**src/rtl/cap_timer16_pkg.sv**
```systemverilog
package cap_timer16_pkg;
  typedef enum logic [1:0] {
    ACT_NONE   = 2'd0,
    ACT_TOGGLE = 2'd1,
    ACT_CLEAR  = 2'd2,
    ACT_SET    = 2'd3
  } wave_act_e;

  localparam logic [3:0] ADDR_CTRL0 = 4'd0;
  localparam logic [3:0] ADDR_CTRL1 = 4'd1;
  localparam logic [3:0] ADDR_CNT   = 4'd2;
  localparam logic [3:0] ADDR_CMPA  = 4'd4;
  localparam logic [3:0] ADDR_CMPB  = 4'd6;
  localparam logic [3:0] ADDR_CAP   = 4'd8;
  localparam logic [3:0] ADDR_FLAG  = 4'd10;
  localparam logic [3:0] ADDR_MASK  = 4'd11;

  localparam logic [2:0] CS_TICK = 3'd1;
  localparam logic [2:0] CS_RISE = 3'd2;
  localparam logic [2:0] CS_FALL = 3'd3;

  localparam int NUM_CH    = 2;
  localparam int NUM_FLAGS = 4;
endpackage

```
**src/rtl/tmr_edge.sv**
```systemverilog
module tmr_edge #(
  parameter int FILT_LEN = 4
) (
  input  logic clk,
  input  logic rst_n,
  input  logic din,
  input  logic filt_en,
  output logic rise,
  output logic fall
);
  localparam int SW = (FILT_LEN > 1) ? $clog2(FILT_LEN) : 1;
  localparam logic [SW-1:0] LAST = SW'(FILT_LEN - 1);

  logic sync1, sync2, filt, prev;
  logic filt_d, lvl;
  logic [SW-1:0] stab, stab_d;

  always_comb begin
    filt_d = filt;
    stab_d = '0;
    if (sync2 != filt) begin
      if (stab == LAST) begin
        filt_d = sync2;
      end else begin
        stab_d = stab + 1'b1;
      end
    end
    lvl  = filt_en ? filt : sync2;
    rise = lvl & ~prev;
    fall = ~lvl & prev;
  end

  always_ff @(posedge clk or negedge rst_n) begin
    if (!rst_n) begin
      sync1 <= 1'b0;
      sync2 <= 1'b0;
      filt  <= 1'b0;
      prev  <= 1'b0;
      stab  <= '0;
    end else begin
      sync1 <= din;
      sync2 <= sync1;
      filt  <= filt_d;
      prev  <= lvl;
      stab  <= stab_d;
    end
  end

  assert_filt_settled_R9: assert property (@(posedge clk) disable iff (!rst_n)
    !$stable(filt) |-> $past(stab) == LAST);
  assert_filt_no_change_R9: assert property (@(posedge clk) disable iff (!rst_n)
    (sync2 == filt) |=> $stable(filt));
endmodule

```
**src/rtl/tmr_counter.sv**
```systemverilog
module tmr_counter #(
  parameter int W = 16
) (
  input  logic         clk,
  input  logic         rst_n,
  input  logic         tick,
  input  logic         ld,
  input  logic [W-1:0] ld_val,
  input  logic         up_down,
  input  logic [W-1:0] top,
  output logic [W-1:0] cnt,
  output logic         ovf_ev,
  output logic         upd_ev
);
  logic         dir_up, dir_d;
  logic [W-1:0] cnt_d;
  logic         at_top, at_bot;

  always_comb begin
    at_top = (cnt == top);
    at_bot = (cnt == '0);
    cnt_d  = cnt;
    dir_d  = dir_up;
    ovf_ev = 1'b0;
    upd_ev = 1'b0;
    if (ld) begin
      cnt_d = ld_val;
      dir_d = 1'b1;
    end else if (tick) begin
      if (!up_down) begin
        dir_d  = 1'b1;
        ovf_ev = at_top;
        upd_ev = at_top;
        cnt_d  = at_top ? '0 : cnt + 1'b1;
      end else if (dir_up) begin
        if (at_top) begin
          upd_ev = 1'b1;
          dir_d  = 1'b0;
          cnt_d  = at_bot ? cnt : cnt - 1'b1;
        end else begin
          cnt_d = cnt + 1'b1;
        end
      end else begin
        if (at_bot) begin
          ovf_ev = 1'b1;
          dir_d  = 1'b1;
          cnt_d  = at_top ? cnt : cnt + 1'b1;
        end else begin
          cnt_d = cnt - 1'b1;
        end
      end
    end
  end

  always_ff @(posedge clk or negedge rst_n) begin
    if (!rst_n) begin
      cnt    <= '0;
      dir_up <= 1'b1;
    end else begin
      cnt    <= cnt_d;
      dir_up <= dir_d;
    end
  end

  assert_hold_idle_R3: assert property (@(posedge clk) disable iff (!rst_n)
    (!tick && !ld) |=> $stable(cnt));
  assert_wrap_zero_R4: assert property (@(posedge clk) disable iff (!rst_n)
    (tick && !ld && !up_down && cnt == top) |=> (cnt == '0));
  assert_turn_down_R5: assert property (@(posedge clk) disable iff (!rst_n)
    (tick && !ld && up_down && dir_up && cnt == top && cnt != '0) |=> !dir_up);
endmodule

```
**src/rtl/tmr_cmp_chan.sv**
```systemverilog
module tmr_cmp_chan import cap_timer16_pkg::*; #(
  parameter int W = 16
) (
  input  logic         clk,
  input  logic         rst_n,
  input  logic         tick,
  input  logic         upd,
  input  logic [W-1:0] cnt,
  input  logic [W-1:0] buf_val,
  input  wave_act_e    act,
  output logic         match,
  output logic         wave
);
  logic [W-1:0] active, active_d;
  logic         wave_d;

  always_comb begin
    match    = tick & (cnt == active);
    active_d = upd ? buf_val : active;
    wave_d   = wave;
    if (match) begin
      case (act)
        ACT_TOGGLE: wave_d = ~wave;
        ACT_CLEAR:  wave_d = 1'b0;
        ACT_SET:    wave_d = 1'b1;
        default:    wave_d = wave;
      endcase
    end
  end

  always_ff @(posedge clk or negedge rst_n) begin
    if (!rst_n) begin
      active <= '0;
      wave   <= 1'b0;
    end else begin
      active <= active_d;
      wave   <= wave_d;
    end
  end

  assert_buffer_held_R6: assert property (@(posedge clk) disable iff (!rst_n)
    !upd |=> $stable(active));
  assert_set_action_R7: assert property (@(posedge clk) disable iff (!rst_n)
    (match && act == ACT_SET) |=> wave);
  assert_clear_action_R7: assert property (@(posedge clk) disable iff (!rst_n)
    (match && act == ACT_CLEAR) |=> !wave);
endmodule

```
**src/rtl/cap_timer16.sv**
```systemverilog
module cap_timer16 import cap_timer16_pkg::*; #(
  parameter int BUS_W = 8,
  parameter int FILT_LEN = 4,
  parameter logic [2*BUS_W-1:0] FIXED_TOP = '1
) (
  input  logic             clk,
  input  logic             rst_n,
  input  logic [3:0]       bus_addr,
  input  logic             bus_wr,
  input  logic             bus_rd,
  input  logic [BUS_W-1:0] bus_wdata,
  output logic [BUS_W-1:0] bus_rdata,
  input  logic             presc_tick,
  input  logic             ext_clk_pin,
  input  logic             cap_pin,
  input  logic             cmp_in,
  output logic             wave_a,
  output logic             wave_b,
  output logic [3:0]       irq
);
  localparam int CW = 2 * BUS_W;

  logic [1:0] rst_pipe;
  logic       rst_i;

  always_ff @(posedge clk or negedge rst_n) begin
    if (!rst_n) rst_pipe <= '0;
    else        rst_pipe <= {rst_pipe[0], 1'b1};
  end
  assign rst_i = rst_pipe[1];

  logic [BUS_W-1:0] ctrl0, ctrl1, tmp;
  logic [BUS_W-1:0] ctrl0_d, ctrl1_d, tmp_d;
  logic [NUM_CH-1:0][CW-1:0] cmp_buf, cmp_buf_d;
  logic [CW-1:0] cap_reg, cap_reg_d, cnt, top_val;
  logic [NUM_FLAGS-1:0] flags, flags_d, mask, mask_d;
  logic tick, tick_q, cnt_ld, ovf_ev, upd_ev, cap_ev;
  logic ext_rise, ext_fall, cap_rise, cap_fall, cap_src;
  logic [NUM_CH-1:0] match, wave;

  tmr_edge #(.FILT_LEN(FILT_LEN)) u_ext_edge (
    .clk(clk), .rst_n(rst_i), .din(ext_clk_pin), .filt_en(1'b0),
    .rise(ext_rise), .fall(ext_fall));

  tmr_edge #(.FILT_LEN(FILT_LEN)) u_cap_edge (
    .clk(clk), .rst_n(rst_i), .din(cap_src), .filt_en(ctrl1[4]),
    .rise(cap_rise), .fall(cap_fall));

  tmr_counter #(.W(CW)) u_counter (
    .clk(clk), .rst_n(rst_i), .tick(tick), .ld(cnt_ld),
    .ld_val({tmp, bus_wdata}), .up_down(ctrl0[4]), .top(top_val),
    .cnt(cnt), .ovf_ev(ovf_ev), .upd_ev(upd_ev));

  for (genvar g = 0; g < NUM_CH; g++) begin : g_ch
    tmr_cmp_chan #(.W(CW)) u_chan (
      .clk(clk), .rst_n(rst_i), .tick(tick_q), .upd(upd_ev), .cnt(cnt),
      .buf_val(cmp_buf[g]), .act(wave_act_e'(ctrl0[2*g +: 2])),
      .match(match[g]), .wave(wave[g]));
  end

  assign wave_a = wave[0];
  assign wave_b = wave[1];

  always_comb begin
    case (ctrl1[2:0])
      CS_TICK: tick = presc_tick;
      CS_RISE: tick = ext_rise;
      CS_FALL: tick = ext_fall;
      default: tick = 1'b0;
    endcase
    cnt_ld  = bus_wr && (bus_addr == ADDR_CNT);
    tick_q  = tick & ~cnt_ld;
    top_val = ctrl0[5] ? cap_reg : FIXED_TOP;
    cap_src = ctrl1[5] ? cmp_in : cap_pin;
    cap_ev  = ~ctrl0[5] & (ctrl1[3] ? cap_rise : cap_fall);
  end

  always_comb begin
    ctrl0_d   = ctrl0;
    ctrl1_d   = ctrl1;
    tmp_d     = tmp;
    cmp_buf_d = cmp_buf;
    cap_reg_d = cap_ev ? cnt : cap_reg;
    mask_d    = mask;
    flags_d   = flags;
    if (bus_rd) begin
      case (bus_addr)
        ADDR_CNT:  tmp_d = cnt[CW-1:BUS_W];
        ADDR_CMPA: tmp_d = cmp_buf[0][CW-1:BUS_W];
        ADDR_CMPB: tmp_d = cmp_buf[1][CW-1:BUS_W];
        ADDR_CAP:  tmp_d = cap_reg[CW-1:BUS_W];
        default:   tmp_d = tmp;
      endcase
    end
    if (bus_wr) begin
      case (bus_addr)
        ADDR_CTRL0: ctrl0_d = bus_wdata;
        ADDR_CTRL1: ctrl1_d = bus_wdata;
        ADDR_CMPA:  cmp_buf_d[0] = {tmp, bus_wdata};
        ADDR_CMPB:  cmp_buf_d[1] = {tmp, bus_wdata};
        ADDR_CAP:   cap_reg_d = {tmp, bus_wdata};
        ADDR_FLAG:  flags_d = flags & ~bus_wdata[NUM_FLAGS-1:0];
        ADDR_MASK:  mask_d = bus_wdata[NUM_FLAGS-1:0];
        ADDR_CNT + 4'd1, ADDR_CMPA + 4'd1, ADDR_CMPB + 4'd1, ADDR_CAP + 4'd1:
                    tmp_d = bus_wdata;
        default:    ;
      endcase
    end
    flags_d = flags_d | {cap_ev, match[1], match[0], ovf_ev};
  end

  always_comb begin
    case (bus_addr)
      ADDR_CTRL0: bus_rdata = ctrl0;
      ADDR_CTRL1: bus_rdata = ctrl1;
      ADDR_CNT:   bus_rdata = cnt[BUS_W-1:0];
      ADDR_CMPA:  bus_rdata = cmp_buf[0][BUS_W-1:0];
      ADDR_CMPB:  bus_rdata = cmp_buf[1][BUS_W-1:0];
      ADDR_CAP:   bus_rdata = cap_reg[BUS_W-1:0];
      ADDR_FLAG:  bus_rdata = BUS_W'(flags);
      ADDR_MASK:  bus_rdata = BUS_W'(mask);
      ADDR_CNT + 4'd1, ADDR_CMPA + 4'd1, ADDR_CMPB + 4'd1, ADDR_CAP + 4'd1:
                  bus_rdata = tmp;
      default:    bus_rdata = '0;
    endcase
  end

  always_ff @(posedge clk or negedge rst_i) begin
    if (!rst_i) begin
      ctrl0   <= '0;
      ctrl1   <= '0;
      tmp     <= '0;
      cmp_buf <= '0;
      cap_reg <= '0;
      flags   <= '0;
      mask    <= '0;
      irq     <= '0;
    end else begin
      ctrl0   <= ctrl0_d;
      ctrl1   <= ctrl1_d;
      tmp     <= tmp_d;
      cmp_buf <= cmp_buf_d;
      cap_reg <= cap_reg_d;
      flags   <= flags_d;
      mask    <= mask_d;
      irq     <= flags_d & mask_d;
    end
  end

  assert_flag_clear_R10: assert property (@(posedge clk) disable iff (!rst_i)
    (bus_wr && bus_addr == ADDR_FLAG && bus_wdata[0] && !ovf_ev) |=> !flags[0]);
  assert_cap_blocked_R8: assert property (@(posedge clk) disable iff (!rst_i)
    (ctrl0[5] && !(bus_wr && bus_addr == ADDR_CAP)) |=> $stable(cap_reg));
  assert_high_write_only_R2: assert property (@(posedge clk) disable iff (!rst_i)
    (bus_wr && bus_addr == ADDR_CMPA + 4'd1) |=> $stable(cmp_buf[0]));
endmodule

```
**config.mk**
```make
export PLATFORM = sky130hd
export DESIGN_NAME = cap_timer16
export DESIGN_NICKNAME = d
export VERILOG_FILES = /design/src/rtl/cap_timer16_pkg.sv /design/src/rtl/tmr_edge.sv /design/src/rtl/tmr_counter.sv /design/src/rtl/tmr_cmp_chan.sv /design/src/rtl/cap_timer16.sv
export SDC_FILE = /design/constraint.sdc
export NUM_CORES = 1
export LEC_CHECK = 0
export BUFFER_PORTS_ARGS = -buffer_cell sky130_fd_sc_hd__buf_2
export CAP_MARGIN = 40
export CELL_PAD_IN_SITES_DETAIL_PLACEMENT = 1
export CELL_PAD_IN_SITES_GLOBAL_PLACEMENT = 2
export CORE_MARGIN = 10
export CORE_UTILIZATION = 39
export CTS_BUF_LIST = sky130_fd_sc_hd__clkbuf_2 sky130_fd_sc_hd__clkbuf_4 sky130_fd_sc_hd__clkbuf_8
export DETAILED_ROUTE_END_ITERATION = 10
export GPL_TIMING_DRIVEN = 1
export PLACE_DENSITY_LB_ADDON = 0.1
export SLEW_MARGIN = 20
export SYNTH_ARGS = -nofsm -noshare
export SYNTH_HDL_FRONTEND = slang
export SYNTH_SLANG_ARGS = --single-unit
```
**constraint.sdc**
```tcl
create_clock -name clk -period 4.15 [get_ports clk]
set_input_delay 0.2075 -clock clk [delete_from_list [all_inputs] [get_ports clk]]
set_output_delay 0.2075 -clock clk [all_outputs]
set_load 0.005 [all_outputs]
```
# ---- Yosys cells after proc, flatten, opt, wreduce, memory -nomap -nowiden
# Index checks and enable logic that the tools add are counted.
dict set report totals {
  input_bits 20
  ff_bits 146
  wordCells 133
  output_inout_bits 14
}
dict set report classes {
  n_mux 45
  n_eq_ne 26
  addsub 3
  bitwise 20
  reduce_logical 15
}
# op n
set op_table {}
lappend op_table {{two-way mux 16 bit} 13}
lappend op_table {{case mux 8 bit (9 select lines)} 1}
lappend op_table {{== test 16 bit} 3}
lappend op_table {{case mux 8 bit (4 select lines)} 1}
lappend op_table {{two-way mux 8 bit} 3}
lappend op_table {{two-way mux 1 bit} 18}
lappend op_table {{adder 16 x 1 -> 16 bit, second input constant} 1}
lappend op_table {{== test 4 x 3 -> 1 bit, second input constant} 4}
lappend op_table {{== test 4 bit, second input constant} 4}
lappend op_table {{zero test 16 bit} 1}
lappend op_table {{two-way mux 4 bit} 4}
lappend op_table {{AND reduction 2 bit} 8}
lappend op_table {{subtractor 16 x 1 -> 16 bit, second input constant} 1}
lappend op_table {{== test 2 bit, second input constant} 5}
lappend op_table {{case mux 1 bit (3 select lines)} 3}
lappend op_table {{AND 1 bit} 8}
lappend op_table {{AND 4 bit} 2}
lappend op_table {{== test 4 x 2 -> 1 bit, second input constant} 2}
lappend op_table {{NOT 1 bit} 8}
lappend op_table {{== test 3 x 2 -> 1 bit, second input constant} 2}
lappend op_table {{nonzero test 3 bit} 2}
lappend op_table {{== test 2 x 1 -> 1 bit, second input constant} 2}
lappend op_table {{== test 4 x 1 -> 1 bit, second input constant} 1}
lappend op_table {{zero test 4 bit} 1}
lappend op_table {{other kinds (10)} 11}

# ---- Longest topological paths before layout
# Gate-level depths: netlist of the first run.
dict set report logic_depth {
  word_depth 8
  mapped_depth 11
  mapped_depth_nobuf 8
}

# ---- By module
# From an unflattened synthesis of the first run, not the netlist that was laid out.
dict set report unflattened {
  cells_unflattened 808
  hier_area_um2 8673.3
}
# mod area_each_um2 seq_area_each_um2 cells_each instances
set modules_own_cells {}
lappend modules_own_cells {cap_timer16 4575.6 2152.1 395 1}
lappend modules_own_cells {tmr_counter 1990.7 426.7 257 1}
lappend modules_own_cells {tmr_cmp_chan 830.8 425.4 63 2}
lappend modules_own_cells {tmr_edge 222.7 150.1 15 2}

# ---- Least setup slack after synthesis of the first run
# Ideal clock, no wire load.
dict set report synth_timing {
  path_type {register -> register}
  from {register cap_reg[2]}
  to {register u_counter.cnt[6]}
  stages_incl_launch_ff 10
  path_buffers 2
  slack_ps 1692
  synth_period_minus_slack_ps 2458
  setup_ps 101
  arrival_time_ps 2357
  required_ps 4049
  path_cell_list {dfrtp_1 xor2_1 or4_1 a32o_1 nor4_4 a41o_1 buf_6 buf_6 a21oi_1 o32ai_1}
}
dict set report synth_via {
  elab_chain_len 7
  word_cells_on_any_way 10
  classes_between {eq/ne (2); mux (7); reduce/logical (1)}
}
# element line_no
set synth_lines {}
lappend synth_lines {{from (decl)} cap_timer16.sv:35} ;# logic [CW-1:0] cap_reg, cap_reg_d, cnt, top_val;
lappend synth_lines {{from (signal assigned)} cap_timer16.sv:143} ;# cap_reg <= cap_reg_d;
lappend synth_lines {{two-way mux 16 bit *} cap_timer16.sv:73} ;# top_val = ctrl0[5] ? cap_reg : FIXED_TOP;
lappend synth_lines {{== test 16 bit *} tmr_counter.sv:20} ;# at_top = (cnt == top);
lappend synth_lines {{two-way mux 16 bit} tmr_counter.sv:36} ;# if (at_top) begin
lappend synth_lines {{two-way mux 16 bit} tmr_counter.sv:35} ;# end else if (dir_up) begin
lappend synth_lines {{two-way mux 16 bit} tmr_counter.sv:30} ;# if (!up_down) begin
lappend synth_lines {{two-way mux 16 bit} tmr_counter.sv:29} ;# end else if (tick) begin
lappend synth_lines {{two-way mux 16 bit} tmr_counter.sv:26} ;# if (ld) begin
lappend synth_lines {{to (signal assigned)} tmr_counter.sv:60} ;# cnt <= cnt_d;
lappend synth_lines {{to (decl)} tmr_counter.sv:11} ;# output logic [W-1:0] cnt,
# Mark *: on every way between the ends. The rest lies on a longest branch, timed or not. The select of a mux whose other input is x is not followed.
# A chain may end at the register's enable or synchronous reset.

# ---- Final worst setup path of the first run
dict set report layout_timing {
  from {register u_counter.cnt[12]}
  to {register u_counter.cnt[2]}
}
dict set report layout_via {
  elab_chain_len 6
  word_cells_on_any_way 11
  classes_between {eq/ne (2); mux (7); reduce/logical (2)}
}
# element line_no
set layout_lines {}
lappend layout_lines {{== test 16 bit / zero test 16 bit (equally long branches)} {tmr_counter.sv:20, tmr_counter.sv:21}}
lappend layout_lines {{two-way mux 16 bit, on equally long branches} {tmr_counter.sv:36, tmr_counter.sv:44}}
lappend layout_lines {{two-way mux 16 bit} tmr_counter.sv:35}
lappend layout_lines {{two-way mux 16 bit} tmr_counter.sv:30}
lappend layout_lines {{two-way mux 16 bit} tmr_counter.sv:29}
lappend layout_lines {{two-way mux 16 bit} tmr_counter.sv:26}
# Parallel ways exist; a longest one is shown, timed or not. The select of a mux whose other input is x is not followed.

==> results of run 1 <==
## cell usage in the layout (no fill, tap or decap), types with 5 or more instances in the layout
master / n
and3_1: 5
mux2i_1: 21
buf_4: 20
xor2_1: 43
a221oi_1: 20
clkbuf_8: 17
a22o_1: 17
o211ai_1: 7
nor3b_1: 8
inv_6: 6
o31ai_1: 5
dfrtp_1: 144
nand2_1: 77
buf_2: 33
o21ai_0: 36
nand3_1: 22
nand4_1: 8
mux2_2: 94
nor4_1: 16
o32ai_1: 5
a222oi_1: 5
a21oi_1: 21
a22oi_1: 19
xnor2_1: 19
and2_1: 10
nand2b_1: 9
nor3_1: 10
nor2_1: 29
inv_1: 13
## critical path: cells and delay by family, from the launching register on
family / cells / cell delay (ns)
buffers and inverters: 2 / 0.54
flip-flops: 1 / 0.65
multiplexers: 1 / 0.20
AND/OR/NAND/NOR: 2 / 1.02
AO/OA/AOI/OAI: 3 / 0.76
## cell families after synthesis
logic type	Yosys count	synth area share
buffers and inverters	70	0.03903
adder cells (fa/ha/maj)	4	0.006170
AO/OA/AOI/OAI	162	0.1419
multiplexers	115	0.1564
other	1	0.0004623
XOR/XNOR	62	0.06694
flip-flops	146	0.4506
AND/OR/NAND/NOR	219	0.1385
## cell type report
class,instances,area [um^2]
sequential,146,3659
fill,2225,11300
clock buffer,18,241.5
inverter,13,48.80
tap,270,337.8
multi-input combinational,563,4173
timing repair buffer,62,460.4
clock inverter,14,141.4
## routing by layer
layer	track usage	vias to the layer above	wire length [um]
met1	0.2910	3384	13090
met5	0	-	0
li1	-	2899	-
met4	0.05199	0	433
met2	0.3433	121	13580
met3	0.04105	25	1122
## timing repair
action                    CTS  global route
setup buffers               0             0
hold endpoints to repair    4             0
hold buffers                4             0
gates resized for setup     0             0
## worst paths after layout
path                                    from                to  slack, ns
min                                    rst_n       rst_pipe[1]       0.05
max                        u_counter.cnt[12]  u_counter.cnt[2]       0.82
min in group clk                bus_wdata[5]        cap_reg[5]       0.13
max reg2reg                u_counter.cnt[12]  u_counter.cnt[2]       0.82
min reg2reg                      rst_pipe[1]        cmp_buf[7]       0.12
max in group asynchronous        rst_pipe[1]  u_counter.dir_up       2.97
## where the power goes
| group | switching, mW | total [mW] | internal, mW |
|---|---|---|---|
| clock network | 0.634 | 1.14 | 0.502 |
| logic | 0.933 | 1.66 | 0.730 |
| registers | 0.547 | 2.29 | 1.74 |
## stage by stage
step	instance area (um^2)	hold WS (ns)	utilization	worst slack, ns
6_report	9061	0.05197	0.4450	0.8208
5_1_grt	9061	0.04279	0.4450	0.7093
4_1_cts	9034	0.02523	0.4436	0.8915
3_5_place_dp	8611	-0.006017	0.4228	0.9399
3_3_place_gp	8553	-0.008723	0.4200	0.9660
2_1_floorplan	8113	-0.08809	-	1.692
==> results.sh, run 1 <==
export IMPL_clk_pin_slew_ns=0.10
export IMPL_rsz0062_at_grt="no"
export IMPL_n_antenna_cell=0
export IMPL_syn_nets=803
export IMPL_layout_nets=827
export IMPL_core_area_um2=20360
export IMPL_yosys_warnings=0
export IMPL_status="finished clean"
export IMPL_cts_buffers=17
export IMPL_fin_cells=1086
export IMPL_grt_start_max_net_pins=88
export IMPL_drv_slew=0
export IMPL_wl_mm=28.22
export IMPL_synth_area_leaders="dfrtp_1 (45%), mux2_2 (13%), xor2_1 (4.6%)"
export IMPL_syn_inst=779
export IMPL_crit_required_ns=4.44
export IMPL_antenna_found_initial=0
export IMPL_routedWlPerCell_um=25.99
export IMPL_die_width_um=164.2
export IMPL_leakagePower_nw=4.025
export IMPL_p_per_area_nw_per_um2=561.6
export IMPL_rows=52
export IMPL_drive_gt1_frac=0.2377
export IMPL_finalHoldViolCount=0
export IMPL_placed_cells=1049
export IMPL_ys_async_sr_fraction=1.000
export IMPL_clock_latency_ns=0.45
export IMPL_clock_sinks=146
export IMPL_synth_top_area_frac=0.4473
export IMPL_die_area_um2=26970
export IMPL_synth_top_area_cell="dfrtp_1"
export IMPL_slew_limit_headroom=0.4422
export IMPL_h_tree_depth=4
export IMPL_cp_arrival_ns=3.62
export IMPL_setup_violations=0
export IMPL_synth_edf_count=0
export IMPL_reg2regPathDepth=8
export IMPL_slowest_delay_ns=0.68
export IMPL_yosysSeqAreaShare=0.4506
export IMPL_worstMarginPinSlew_ns=0.8341
export IMPL_io_pins=34
export IMPL_clk_path_buf_depth=2
export IMPL_yosysUniqueCellTypes=62
export IMPL_synth_most_common_cell="dfrtp_1"
export IMPL_drt_iter0_drc=481
export IMPL_synthesis_area_um2=8112
export IMPL_start_util=0.3983
export IMPL_synth_seq_cells=146
export IMPL_grt_usage=0.2141
export IMPL_grt_ovfl_total=0
export IMPL_via_per_inst=5.920
export IMPL_cp_max_fo=11
export IMPL_gp_congestion=0.8746
export IMPL_die_h_um=164.2
export IMPL_crit_path_end_kind="flip-flop"
export IMPL_vias=6429
export IMPL_ant_nets=0
export IMPL_skew_ns=0.01172
export IMPL_hold_path_class="input pin to async pin"
export IMPL_fin_setup_tns_ns=0
export IMPL_peakVddDrop_mv=0.2640
export IMPL_grt_pass1_vias=6815
export IMPL_maxCapViolations=0
export IMPL_drcViolationCount=0
export IMPL_syn2layout_area_growth_pct=11.71
export IMPL_hpwl_mm=19.96
export IMPL_min_period_over_period=0.8022
export IMPL_p_total_mw=5.088
export IMPL_io_buffers=33
export IMPL_dr_pass1_iters=4
export IMPL_start_kind="flip-flop"
export IMPL_fin_crit_ns=3.329
export IMPL_syn_avg_cell_area_um2=10.41
export IMPL_crit_chain="inv_1, nor4_1, o32ai_1, nor4_4, buf_4, mux2i_1, a221oi_1, o31ai_1"
export IMPL_max_freq_mhz=300.4
export IMPL_critPathKind="flip-flop to flip-flop"
export IMPL_clockRootBuffer="clkbuf_8"
export IMPL_reg_top3="cmp_buf (32), g_ch.u_chan.active (32)"
export IMPL_grt_pass1_wl_mm=43.33
export IMPL_worst_path_max_delay_cell="nor4_4"
export IMPL_tritoncts="done"
export IMPL_ys_flop_type="dfrtp_1"
export IMPL_synthTopCellsByCount="dfrtp_1 (145), mux2_2 (94), nand2_1 (77)"
Power figures use the tool's default switching activity.
==> run 2, diff against run 1 <==
- ABC_AREA: unset -> 1
- CORE_UTILIZATION: 39 -> 38
- clock period: 4.15 -> 3.08 ns (I/O delays scaled with it)
==> results.sh, run 2 <==
export IMPL_fin_setup_tns_ns=0
export IMPL_max_freq_mhz=398.3
export IMPL_fin_ws_ns=0.5691
export IMPL_crit_path_end_kind="flip-flop"
export IMPL_cp_arrival_ns=2.86
export IMPL_dp_slack_ns=0.4996
export IMPL_io_pins=34
export IMPL_clock_latency_ns=0.47
export IMPL_synth_top_area_cell="dfrtp_1"
export IMPL_cp_max_fo=63
export IMPL_wl_mm=30.83
export IMPL_yosys_warnings=0
export IMPL_clk_path_buf_depth=2
export IMPL_reg_top3="cmp_buf (32), g_ch.u_chan.active (32)"
export IMPL_critPathKind="flip-flop to flip-flop"
export IMPL_status="finished clean"
export IMPL_clk_pin_slew_ns=0.10
export IMPL_ys_async_sr_fraction=1.000
export IMPL_grt_start_max_net_pins=65
export IMPL_fin_cells=1422
export IMPL_synth_most_common_cell="nand2_1"
export IMPL_layout_nets=1153
export IMPL_core_area_um2=21760
export IMPL_grt_pass1_wl_mm=47.93
export IMPL_crit_chain="buf_4, nand2_1, nand2_1, nand2_1, nor2_1, nand2_1, nor2_4, nand2_2, inv_2, nand3_4, buf_4, buf_16, nand2_1, o21ai_2"
export IMPL_vias=7594
export IMPL_fin_crit_ns=2.511
export IMPL_synth_seq_cells=146
export IMPL_crit_required_ns=3.43
export IMPL_tritoncts="done"
export IMPL_grt_ovfl_total=0
export IMPL_final_cell_mix="nand2_1 (300), dfrtp_1 (144), inv_1 (108), o21ai_0 (96), nand3_1 (67)"
export IMPL_syn_inst=1089
export IMPL_worst_path_max_delay_cell="dfrtp_1"
export IMPL_drive_gt1_frac=0.1515
export IMPL_drt_iter0_drc=539
export IMPL_drcViolationCount=0
export IMPL_maxCapViolations=0
export IMPL_io_buffers=33
export IMPL_clockRootBuffer="clkbuf_8"
export IMPL_placed_cells=1381
export IMPL_drv_slew=0
export IMPL_leakagePower_nw=4.434
export IMPL_grt_usage=0.2186
export IMPL_r2r_start="ctrl0[5]"
export IMPL_ctsResizeCount=0
export IMPL_rows=54
export IMPL_rsz0062_at_grt="no"
export IMPL_final_fill_count=2745
export IMPL_h_tree_depth=4
export IMPL_slowest_delay_ns=0.68
export IMPL_min_period_over_period=0.8152
export IMPL_start_kind="flip-flop"
export IMPL_ys_flop_type="dfrtp_1"
export IMPL_min_from="bus_wdata[6]"
export IMPL_n_antenna_cell=0
export IMPL_syn2layout_area_growth_pct=11.40
export IMPL_die_h_um=168.6
export IMPL_antenna_found_initial=0
export IMPL_hpwl_mm=22.94
export IMPL_m1WireLength_mm=14.81
export IMPL_p_per_area_nw_per_um2=761.4
export IMPL_fin_util=0.4294
export IMPL_gp_congestion=0.8876
export IMPL_cts_buffers=17
export IMPL_peakVddDrop_mv=0.3325
export IMPL_final_common_cell="nand2_1"
export IMPL_path_common_cell="nand2_1"
export IMPL_syn_avg_cell_area_um2=7.701
export IMPL_synth_area_leaders="dfrtp_1 (43%), nand2_1 (13%), o21ai_0 (5.7%)"
export IMPL_postCtsSetupRepairBufs=0
export IMPL_yosysSeqAreaShare=0.4358
export IMPL_synthTopCellsByCount="nand2_1 (300), dfrtp_1 (145), inv_1 (108)"
export IMPL_die_area_um2=28410
export IMPL_setup_violations=0
export IMPL_start_util=0.3855
export IMPL_wl_met3_mm=1.189
export IMPL_worstMarginPinSlew_ns=0.7720
export IMPL_grt_pass1_vias=7878
export IMPL_skew_ns=0.01676
export IMPL_clock_sinks=146
export IMPL_dr_pass1_iters=5
export IMPL_synthesis_area_um2=8387
export IMPL_wl_met2_mm=14.10
export IMPL_path_buf_inv=4
export IMPL_routedWlPerCell_um=21.68
export IMPL_finalHoldViolCount=0
export IMPL_die_width_um=168.6
export IMPL_ant_nets=0
export IMPL_slew_limit_headroom=0.4854
export IMPL_crit_family="simple AND/OR/NAND/NOR gates"
export IMPL_synth_edf_count=0
export IMPL_critPathLaunch="ctrl0[5]"
export IMPL_via_per_inst=5.340
export IMPL_synth_top_area_frac=0.4326
export IMPL_yosysUniqueCellTypes=41
export IMPL_highest_layer="met4"
export IMPL_syn_nets=1113
export IMPL_hold_path_class="input pin to flip-flop"
[run 2: cell types whose count changed after synthesis, sizes merged, moves of 12 or more]
cell / delta
xor2: -16
mux2: -92
a22oi: -12
inv: +113
nor2: +47
nand2: +226
nand3: +45
clkbuf: -21
o21ai: +115
a22o: -17
mux2i: -21
nor4: -15
[run 2: tightest hold or removal path, cell delays in order]
cell     delay, ns
buf_2         0.08
inv_1         0.17
o21ai_1       0.18
[run 2: cell families after synthesis]
group,count (synthesis),synth area share
and+or+nand+nor,478,0.2397
AOI/OAI and AO/OA,233,0.1726
buffers and inverters,175,0.09056
adders and majority gates,4,0.005968
other,1,0.0004471
muxes,2,0.002685
xor gates and xnor gates,50,0.05222
DFF,146,0.4358
[run 2: layout make-up]
| type | instances | area (um^2) | area share |
|---|---|---|---|
| multi-input combinational | 768 | 3973 | 0.4252 |
| sequential | 146 | 3659 | 0.3916 |
| timing repair buffer | 68 | 480.5 | 0.05143 |
| inverter | 128 | 480.5 | 0.05143 |
| tap | 280 | 350.3 | 0.03750 |
| clock buffer | 18 | 241.5 | 0.02585 |
| clock inverter | 14 | 158.9 | 0.01701 |
[run 2: what timing repair did]
| action | CTS | global route |
|---|---|---|
| hold buffers | 8 | 0 |
| endpoints found under the hold margin | 7 | 0 |
| setup endpoints to repair | 0 | 0 |
[run 2: where the power goes]
group / leakage [nW] / total, mW / switching (mW) / internal [mW]
clock network: 0.205 / 1.60 / 0.910 / 0.693
registers: 1.87 / 2.93 / 0.607 / 2.32
logic: 2.36 / 2.58 / 1.68 / 0.898
total: 4.43 / 7.11 / 3.20 / 3.92
[run 2: through the flow]
step | cell area (um^2) | power, mW | hold slack (ns)
2_1_floorplan | 8388 | 4.581 | -0.1416
5_1_grt | 9343 | 7.650 | 0.1400
3_3_place_gp | 8835 | 5.498 | -0.06076
3_5_place_dp | 8835 | 5.538 | -0.05784
4_1_cts | 9315 | 7.155 | 0.1334
6_report | 9343 | 7.114 | 0.1528
[run 2: final timing paths]
kind,end,slack (ns),cells past startpoint
worst min register to register,cmp_buf[4],0.28,0
max in group asynchronous,tmp[7],2.01,1
worst max-delay path,g_ch[1].u_chan.active[12],0.57,14
worst max register to register,g_ch[1].u_chan.active[12],0.57,14
worst min-delay path,tmp[6],0.15,3
min in group asynchronous,cmp_buf[4],0.28,0
[run 2: per-layer routing]
layer  track usage  vias to the layer above
li1              -                     3615
met1        0.2996                     3786
met2        0.3466                      157
met3       0.03590                       36
met4       0.06397                        0
met5             0                        -
